<file path="config.mk">
export PLATFORM = sky130hd
export DESIGN_NAME = tlink_tx
export DESIGN_NICKNAME = d
export VERILOG_FILES = /design/src/rtl/tlink_pkg.sv /design/src/rtl/tlink_fifo.sv /design/src/rtl/tlink_ser.sv /design/src/rtl/tlink_irq.sv /design/src/rtl/tlink_tx.sv
export SDC_FILE = /design/constraint.sdc
export NUM_CORES = 1
export LEC_CHECK = 0
export ABC_AREA = 1
export BUFFER_PORTS_ARGS = -buffer_cell sky130_fd_sc_hd__buf_4
export CORE_MARGIN = 2
export CORE_UTILIZATION = 55
export DETAILED_ROUTE_END_ITERATION = 16
export PLACE_DENSITY = 0.82
export SLEW_MARGIN = 5
export SYNTH_ARGS = -nofsm -noshare
export SYNTH_HDL_FRONTEND = slang
export SYNTH_HIERARCHICAL = 1
export SYNTH_SLANG_ARGS = --single-unit
export TNS_END_PERCENT = 10
</file>
<file path="constraint.sdc">
create_clock -name clk -period 2.4 [get_ports clk]
set_input_delay 0.12 -clock clk [delete_from_list [all_inputs] [get_ports clk]]
set_output_delay 0.12 -clock clk [all_outputs]
set_load 0.02 [all_outputs]
</file>
<file path="src/rtl/tlink_pkg.sv">
package tlink_pkg;
   localparam int FLG_DONE = 0;
   localparam int FLG_LVL  = 1;
   localparam int FLG_OVF  = 2;
   localparam int NFLAG    = 3;
endpackage

</file>
<file path="src/rtl/tlink_fifo.sv">
module tlink_fifo #(
   parameter int DATA_W = 8,
   parameter int DEPTH  = 64,
   localparam int AW    = (DEPTH > 1) ? $clog2(DEPTH) : 1,
   localparam int CNT_W = $clog2(DEPTH + 1)
) (
   input  logic              clk,
   input  logic              rst_n,
   input  logic              clr,
   input  logic              push_req,
   input  logic [DATA_W-1:0] wr_data,
   input  logic              pop,
   output logic [DATA_W-1:0] rd_data,
   output logic              empty,
   output logic              full,
   output logic [CNT_W-1:0]  count,
   output logic              dropped,
   output logic              drained
);
   logic [DATA_W-1:0] mem [DEPTH];
   logic [AW-1:0]     wr_ptr, rd_ptr, wr_nxt, rd_nxt;
   logic              push_ok, pop_ok;

   assign empty   = (count == '0);
   assign full    = (count == CNT_W'(DEPTH));
   assign push_ok = push_req && !full;
   assign pop_ok  = pop && !empty;
   assign dropped = push_req && full;
   assign drained = pop_ok && !push_ok && (count == CNT_W'(1));
   assign rd_data = mem[rd_ptr];

   generate
      if ((1 << AW) == DEPTH) begin : g_pow2
         assign wr_nxt = wr_ptr + 1'b1;
         assign rd_nxt = rd_ptr + 1'b1;
      end else begin : g_wrap
         assign wr_nxt = (wr_ptr == AW'(DEPTH - 1)) ? '0 : wr_ptr + 1'b1;
         assign rd_nxt = (rd_ptr == AW'(DEPTH - 1)) ? '0 : rd_ptr + 1'b1;
      end
   endgenerate

   always_ff @(posedge clk) begin
      if (push_ok) mem[wr_ptr] <= wr_data;
   end

   always_ff @(posedge clk or negedge rst_n) begin
      if (!rst_n) begin
         wr_ptr <= '0;
         rd_ptr <= '0;
         count  <= '0;
      end else if (clr) begin
         wr_ptr <= '0;
         rd_ptr <= '0;
         count  <= '0;
      end else begin
         if (push_ok) wr_ptr <= wr_nxt;
         if (pop_ok)  rd_ptr <= rd_nxt;
         if (push_ok && !pop_ok)      count <= count + 1'b1;
         else if (pop_ok && !push_ok) count <= count - 1'b1;
      end
   end

   assert_no_overflow_R7: assert property (@(posedge clk) disable iff (!rst_n)
      count <= CNT_W'(DEPTH));
   assert_full_holds_R7: assert property (@(posedge clk) disable iff (!rst_n)
      push_req && full && !pop && !clr |=> full);
   assert_count_step_R10: assert property (@(posedge clk) disable iff (!rst_n)
      !clr |=> (count == $past(count)) || (count == $past(count) + 1'b1)
               || (count == $past(count) - 1'b1));
endmodule

</file>
<file path="src/rtl/tlink_ser.sv">
module tlink_ser #(
   parameter int DATA_W = 8,
   localparam int BC_W  = $clog2(DATA_W)
) (
   input  logic              clk,
   input  logic              rst_n,
   input  logic              tx_rst,
   input  logic              tx_en,
   input  logic              bit_en,
   input  logic              fifo_empty,
   input  logic [DATA_W-1:0] fifo_data,
   input  logic              idle_sel,
   input  logic [DATA_W-1:0] idle_byte,
   output logic              pop,
   output logic              ser_out
);
   logic [DATA_W-1:0] sh;
   logic [DATA_W-1:0] nxt;
   logic [BC_W-1:0]   bcnt;
   logic              run, boundary;

   assign run      = tx_en && !tx_rst;
   assign boundary = (bcnt == '0);
   assign pop      = run && bit_en && boundary && !fifo_empty;

   always_comb begin
      if (!fifo_empty)   nxt = fifo_data;
      else if (idle_sel) nxt = idle_byte;
      else               nxt = '1;
   end

   always_ff @(posedge clk or negedge rst_n) begin
      if (!rst_n) begin
         ser_out <= 1'b1;
         sh      <= '1;
         bcnt    <= '0;
      end else if (!run) begin
         ser_out <= 1'b1;
         sh      <= '1;
         bcnt    <= '0;
      end else if (bit_en) begin
         if (boundary) begin
            ser_out <= nxt[0];
            sh      <= nxt >> 1;
            bcnt    <= BC_W'(DATA_W - 1);
         end else begin
            ser_out <= sh[0];
            sh      <= sh >> 1;
            bcnt    <= bcnt - 1'b1;
         end
      end
   end

   assert_idle_high_R2: assert property (@(posedge clk) disable iff (!rst_n)
      !tx_en |=> ser_out);
   assert_bit_step_R1: assert property (@(posedge clk) disable iff (!rst_n)
      run && bit_en && !boundary |=> bcnt == $past(bcnt) - 1'b1);
   assert_hold_R1: assert property (@(posedge clk) disable iff (!rst_n)
      run && !bit_en |=> $stable(ser_out));
endmodule

</file>
<file path="src/rtl/tlink_irq.sv">
module tlink_irq #(
   parameter int NF = 3
) (
   input  logic          clk,
   input  logic          rst_n,
   input  logic          clr_all,
   input  logic [NF-1:0] set,
   input  logic [NF-1:0] clr,
   input  logic [NF-1:0] en,
   output logic [NF-1:0] flags,
   output logic          irq
);
   genvar i;
   generate
      for (i = 0; i < NF; i++) begin : g_flag
         always_ff @(posedge clk or negedge rst_n) begin
            if (!rst_n)        flags[i] <= 1'b0;
            else if (clr_all)  flags[i] <= 1'b0;
            else if (set[i])   flags[i] <= 1'b1;
            else if (clr[i])   flags[i] <= 1'b0;
         end
         assert_flag_sticky_R8: assert property (@(posedge clk) disable iff (!rst_n)
            flags[i] && !clr[i] && !clr_all |=> flags[i]);
         assert_flag_set_R8: assert property (@(posedge clk) disable iff (!rst_n)
            set[i] && !clr_all |=> flags[i]);
      end
   endgenerate

   assign irq = |(flags & en);
endmodule

</file>
<file path="src/rtl/tlink_tx.sv">
module tlink_tx #(
   parameter int DATA_W = 8,
   parameter int DEPTH  = 64,
   parameter int LVL_W  = 6,
   localparam int CNT_W = $clog2(DEPTH + 1),
   localparam int NF    = tlink_pkg::NFLAG
) (
   input  logic              clk,
   input  logic              rst_n,
   input  logic              tx_rst,
   input  logic              tx_en,
   input  logic              bit_en,
   input  logic              wr_valid,
   input  logic [DATA_W-1:0] wr_data,
   input  logic              idle_sel,
   input  logic [DATA_W-1:0] idle_byte,
   input  logic [LVL_W-1:0]  empty_lvl,
   input  logic [NF-1:0]     irq_en,
   input  logic [NF-1:0]     irq_clr,
   output logic              ser_out,
   output logic [CNT_W-1:0]  free_cnt,
   output logic              lvl_live,
   output logic [NF-1:0]     irq_flags,
   output logic              irq
);
   import tlink_pkg::*;

   initial begin
      assert (DATA_W >= 2) else $error("DATA_W must be at least 2");
      assert (DEPTH >= 2)  else $error("DEPTH must be at least 2");
      assert (LVL_W <= CNT_W) else $error("LVL_W wider than free count");
   end

   logic [DATA_W-1:0] fifo_data;
   logic              fifo_empty, fifo_full, pop, dropped, drained, lvl_q;
   logic [CNT_W-1:0]  count;
   logic [NF-1:0]     set;

   tlink_fifo #(.DATA_W(DATA_W), .DEPTH(DEPTH)) u_fifo (
      .clk(clk), .rst_n(rst_n), .clr(tx_rst),
      .push_req(wr_valid), .wr_data(wr_data),
      .pop(pop), .rd_data(fifo_data),
      .empty(fifo_empty), .full(fifo_full), .count(count),
      .dropped(dropped), .drained(drained)
   );

   tlink_ser #(.DATA_W(DATA_W)) u_ser (
      .clk(clk), .rst_n(rst_n), .tx_rst(tx_rst), .tx_en(tx_en),
      .bit_en(bit_en), .fifo_empty(fifo_empty), .fifo_data(fifo_data),
      .idle_sel(idle_sel), .idle_byte(idle_byte),
      .pop(pop), .ser_out(ser_out)
   );

   assign free_cnt = CNT_W'(DEPTH) - count;
   assign lvl_live = int'(free_cnt) <= int'(empty_lvl);

   always_ff @(posedge clk or negedge rst_n) begin
      if (!rst_n)      lvl_q <= 1'b0;
      else if (tx_rst) lvl_q <= 1'b0;
      else             lvl_q <= lvl_live;
   end

   always_comb begin
      set           = '0;
      set[FLG_DONE] = drained;
      set[FLG_LVL]  = lvl_live && !lvl_q;
      set[FLG_OVF]  = dropped;
   end

   tlink_irq #(.NF(NF)) u_irq (
      .clk(clk), .rst_n(rst_n), .clr_all(tx_rst),
      .set(set), .clr(irq_clr), .en(irq_en),
      .flags(irq_flags), .irq(irq)
   );

   assert_done_empty_R6: assert property (@(posedge clk) disable iff (!rst_n)
      $rose(irq_flags[FLG_DONE]) |-> fifo_empty);
   assert_lvl_flag_R5: assert property (@(posedge clk) disable iff (!rst_n)
      $rose(lvl_live) && !tx_rst |=> irq_flags[FLG_LVL]);
   assert_ovf_flag_R7: assert property (@(posedge clk) disable iff (!rst_n)
      wr_valid && fifo_full && !tx_rst |=> irq_flags[FLG_OVF]);
   assert_rst_clears_R9: assert property (@(posedge clk) disable iff (!rst_n)
      tx_rst |=> (irq_flags == '0) && (free_cnt == CNT_W'(DEPTH)));
endmodule

</file>
==> results.txt <==
----------------------------------------------------
[Outcome]
  Run status ... finished with violations
  Violated checks ... setup timing

[Global routing]
  First-pass GRT wire length ... ~94 mm
  Pin count of the biggest net entering global routing ... between 100 and 150
  Antenna violations before repair ... 2
  Via count of the first global-routing pass ... roughly 17,000
  Total track usage ... approximately 28%
  Total overflow reported by the global router ... 0

[Clock network]
  Number of clock sinks ... 547
  Maximum clock path buffer count ... 3
  Htree depth ... 2
  Root buffer cell ... clkbuf_16
  Skew-Pair Late Insertion Delay ... 0.62 ns
  CTS tree ... built
  Clock buffer count from CTS ... 55
  CTS clk-pin slew, worst paths ... 0.06 ns

[Setup path]
  Launching point of the worst reg2reg path ... u_fifo/count[0]
  Data arrival at the endpoint of the critical path ... 2.67 ns
  Required arrival time at the worst endpoint ... roughly 2.3 ns
  Type of element capturing the critical path ... output port
  CP max stage cell ... dfrtp_1
  Worst setup path start ... u_fifo/count[0]
  Worst Path Max Fanout ... 3
  Type of origin of the critical path ... flip-flop
  Count of cells along the worst register-to-register path ... 14
  Crit-path max cell delay ... roughly 0.4 ns
  Critical setup path kind ... flip-flop to output port
  Cell breakdown of the critical path ... inv_2 -> ha_4 -> nor3b_4 -> xnor2_2 -> ha_1 -> nand2_1 -> nor2_2 -> nand4_1 -> nand2_1 -> nand2_2 -> inv_2 -> buf_6

[Timing]
  Slew of the pin with the lowest slew margin ... ~0.88 ns
  Setup-violating endpoint count in the final report ... 1
  RSZ-0062 raised after global routing ... yes
  Worst Hold Slack ... roughly 0.012 ns
  Fmax ... 359 MHz
  Final cycle utilization of the critical path ... 116%
  Worst relative slew slack ... between 40% and 50%
  Final hold violation count ... 0
  PnR worst setup slack ... -0.389 ns
  Max Transition Viols Final ... 0
  Crit path time final ... approximately 2.8 ns
  Final clock skew ... between 0.02 and 0.03 ns

[Yosys]
  Count of distinct cell types in the synthesized netlist ... 33
  Largest area contributor in the netlist ... edfxtp_1
  Top cells by area, synth ... edfxtp_1 (64%), nand2_1 (12%), nand3_1 (6.2%)
  Post-Synthesis Net Count ... 2,389
  Synthesized flop and latch total ... around 550
  Share of the synthesized area in the top cell type ... around 64%
  Share of synthesized area occupied by flip-flops and latches ... about two thirds
  Number of instances in the synthesized netlist ... 2,339
  Ys Warns ... 6
  Post-synthesis instance area ... 24,000 um2
  Mean instance size in the synthesized netlist ... 10.3 um2

[Cells and area]
  Storage element area ... around 16,000 um2
  Fraction of final layout cells with drive strength greater than 1 ... approximately 13%
  Total non-filler cell area in the finished layout ... about 28,000 um2
  Layout fillers ... 3,021
  Footprint of the multi-input gates ... between 6000 and 7000 um2
  Final core utilization ... between 60% and 70%
  Growth of design area from synthesis to finish ... 16.2%
  Number of nets in the layout ... roughly 2,500

[Drt]
  DRC ... 0
  Detailed-route vias per instance ... ~5.7
  Number of DRC violations after detailed-routing iteration 0 ... 2,436
  Number of search-and-repair iterations in the first detailed-routing pass ... 7
  Number of nets with antenna violations after detailed routing ... 0
  Total routed wirelength ... around 62 mm
  DR WL/cell ... about 20 um
  Total via count after detailed routing ... 17,800

[Floorplanning]
  Top-level I/O count ... 48
  Number of cell rows ... 76
  Die Wd ... about 210 um
  Core footprint ... 43,100 um2
  DIE HEIGHT ... ~210 um
  Die Footprint ... roughly 45,000 um2
  Initial core utilization ... 55.7%

[Hold path]
  Class of the tightest hold or removal check ... primary input to asynchronous set/reset pin

[Place]
  Cell area after placement ... 25,700 um2
  Sum of net half-perimeters after detailed placement ... 36.0 mm
  Placer congestion estimate ... between 0.9 and 1
  Port Buf Inserts ... between 40 and 50

[Power and ir drop]
  Static leakage ... between 0.01 and 0.015 uW
  Highest ir drop seen on vdd ... about 780 uV
  Cell area power density ... about 790 nW/um2

[Flow run]
  Maxcap violations ... 0

----------------------------------------------------
[critical path: cells and delay by family, from the launching register on]
family,cells,cell delay [ns]
flops,1,0.40
xor+xnor,1,0.11
buf+inv,3,0.26
fa+ha+maj,2,0.48
simple gates,6,0.81
[power breakdown]
group / switching (uW) / internal, uW / total [uW]
Sequential: 98.6 / 10500 / 10600
Combinational: 1760 / 1010 / 2770
Clock: 3610 / 5120 / 8740
[cell type report]
type / instances / area share [%]
Clock buffer: 63 / 5.12
Inverter: 224 / 3.05
Clock inverter: 40 / 1.48
Sequential cell: 547 / 58.3
Tap cell: 585 / 2.62
Timing Repair Buffer: 191 / 6.08
Multi-Input combinational cell: 1461 / 23.3
Antenna cell: 1 / 0.00897
[cell families (layout without fill, tap and decap cells)]
group	count (synthesis)	in the layout	share of synthesized area [%]
simple gates	1333	1333	23.1
flops	547	547	67.7
buf+inv	331	518	5.58
compound gates	102	102	2.40
fa+ha+maj	15	15	0.782
xor+xnor	11	11	0.401
other cells	0	1	0
[per-layer routing]
metal  wire length (um)  global-route usage, %  vias up
met1              23000                   35.9     8476
met5                 10                      0        -
met3               6410                   4.96      187
met2              30200                   45.4     1063
li1                   -                      -     8041
met4               2360                   12.1        2
[path summary, 6_finish.rpt]
check                               endpoint  slack (ns)
setup / recovery                    lvl_live       -0.39
hold / removal                u_irq/flags[2]        0.01
setup reg to reg              u_irq/flags[1]        0.03
hold reg to reg               u_irq/flags[1]        0.51
max in group asynchronous    u_fifo/count[2]        1.99
min in group clk           u_fifo/mem[13][6]        0.14
[flip-flops by register name, indices dropped and copies added (netlist names)]
name	flops
u_fifo/wr_ptr	6
u_fifo/mem	512
u_ser/sh	8
u_fifo/rd_ptr	6
u_ser/bcnt	3
u_fifo/count	7
u_irq/flags	3
lvl_q	1
u_ser/ser_out	1
[cell usage in the layout (no fill, tap or decap), types with 25 or more instances in the layout]
cell       synthesis  layout
a21oi_1           43      43
buf_4              3     154
clkbuf_16          0      56
edfxtp_1         512     512
inv_1            213     209
nand2_1          789     787
nand3_1          296     293
nor2_1           206     199
o211ai_1          25      25
o21ai_0           29      29
[through the flow]
| stage | power (uW) | setup TNS [ns] | setup WS [ns] | cells |
|---|---|---|---|---|
| after global placement | 13100 | 0 | 0.103 | 2979 |
| final | 22100 | -0.389 | -0.389 | 3112 |
| after global routing | 22800 | -0.758 | -0.513 | 3111 |
| after CTS | 22000 | -0.217 | -0.217 | 3109 |
| after floorplan | 12300 | 0 | 0.0419 | 2339 |
| after detailed placement | 13200 | 0 | 0.0809 | 2979 |
[what timing repair did]
action                                  4_1_cts  5_1_grt
hold endpoints to repair                     56        1
endpoints found under the setup margin        1       88
setup buffers                                10        1
resized for setup                            10       22
hold buffers                                 17        1
pin swaps                                     8        5
cloned                                        0        0
[cells in the mapped netlist]
library cell	n
a21oi_1	43
nand2_1	789
nor2_2	2
clkbuf_1	35
nand3_4	1
o211ai_1	25
nand2_2	6
dfstp_2	9
xor2_1	5
buf_4	3
o21ai_0	29
ha_1	15
inv_2	6
buf_2	62
nor3_1	9
dfrtp_1	26
nand3_2	1
nor2_4	6
nor3_2	1
nand4_1	10
clkinv_1	5
o21ai_2	1
buf_1	6
buf_6	1
nor2_1	206
nor3b_4	1
nor4_1	2
inv_1	213
xnor2_1	6
o21ai_1	4
nand3_1	296
nand2_4	3
edfxtp_1	512
(Power assumes the default switching activity.)
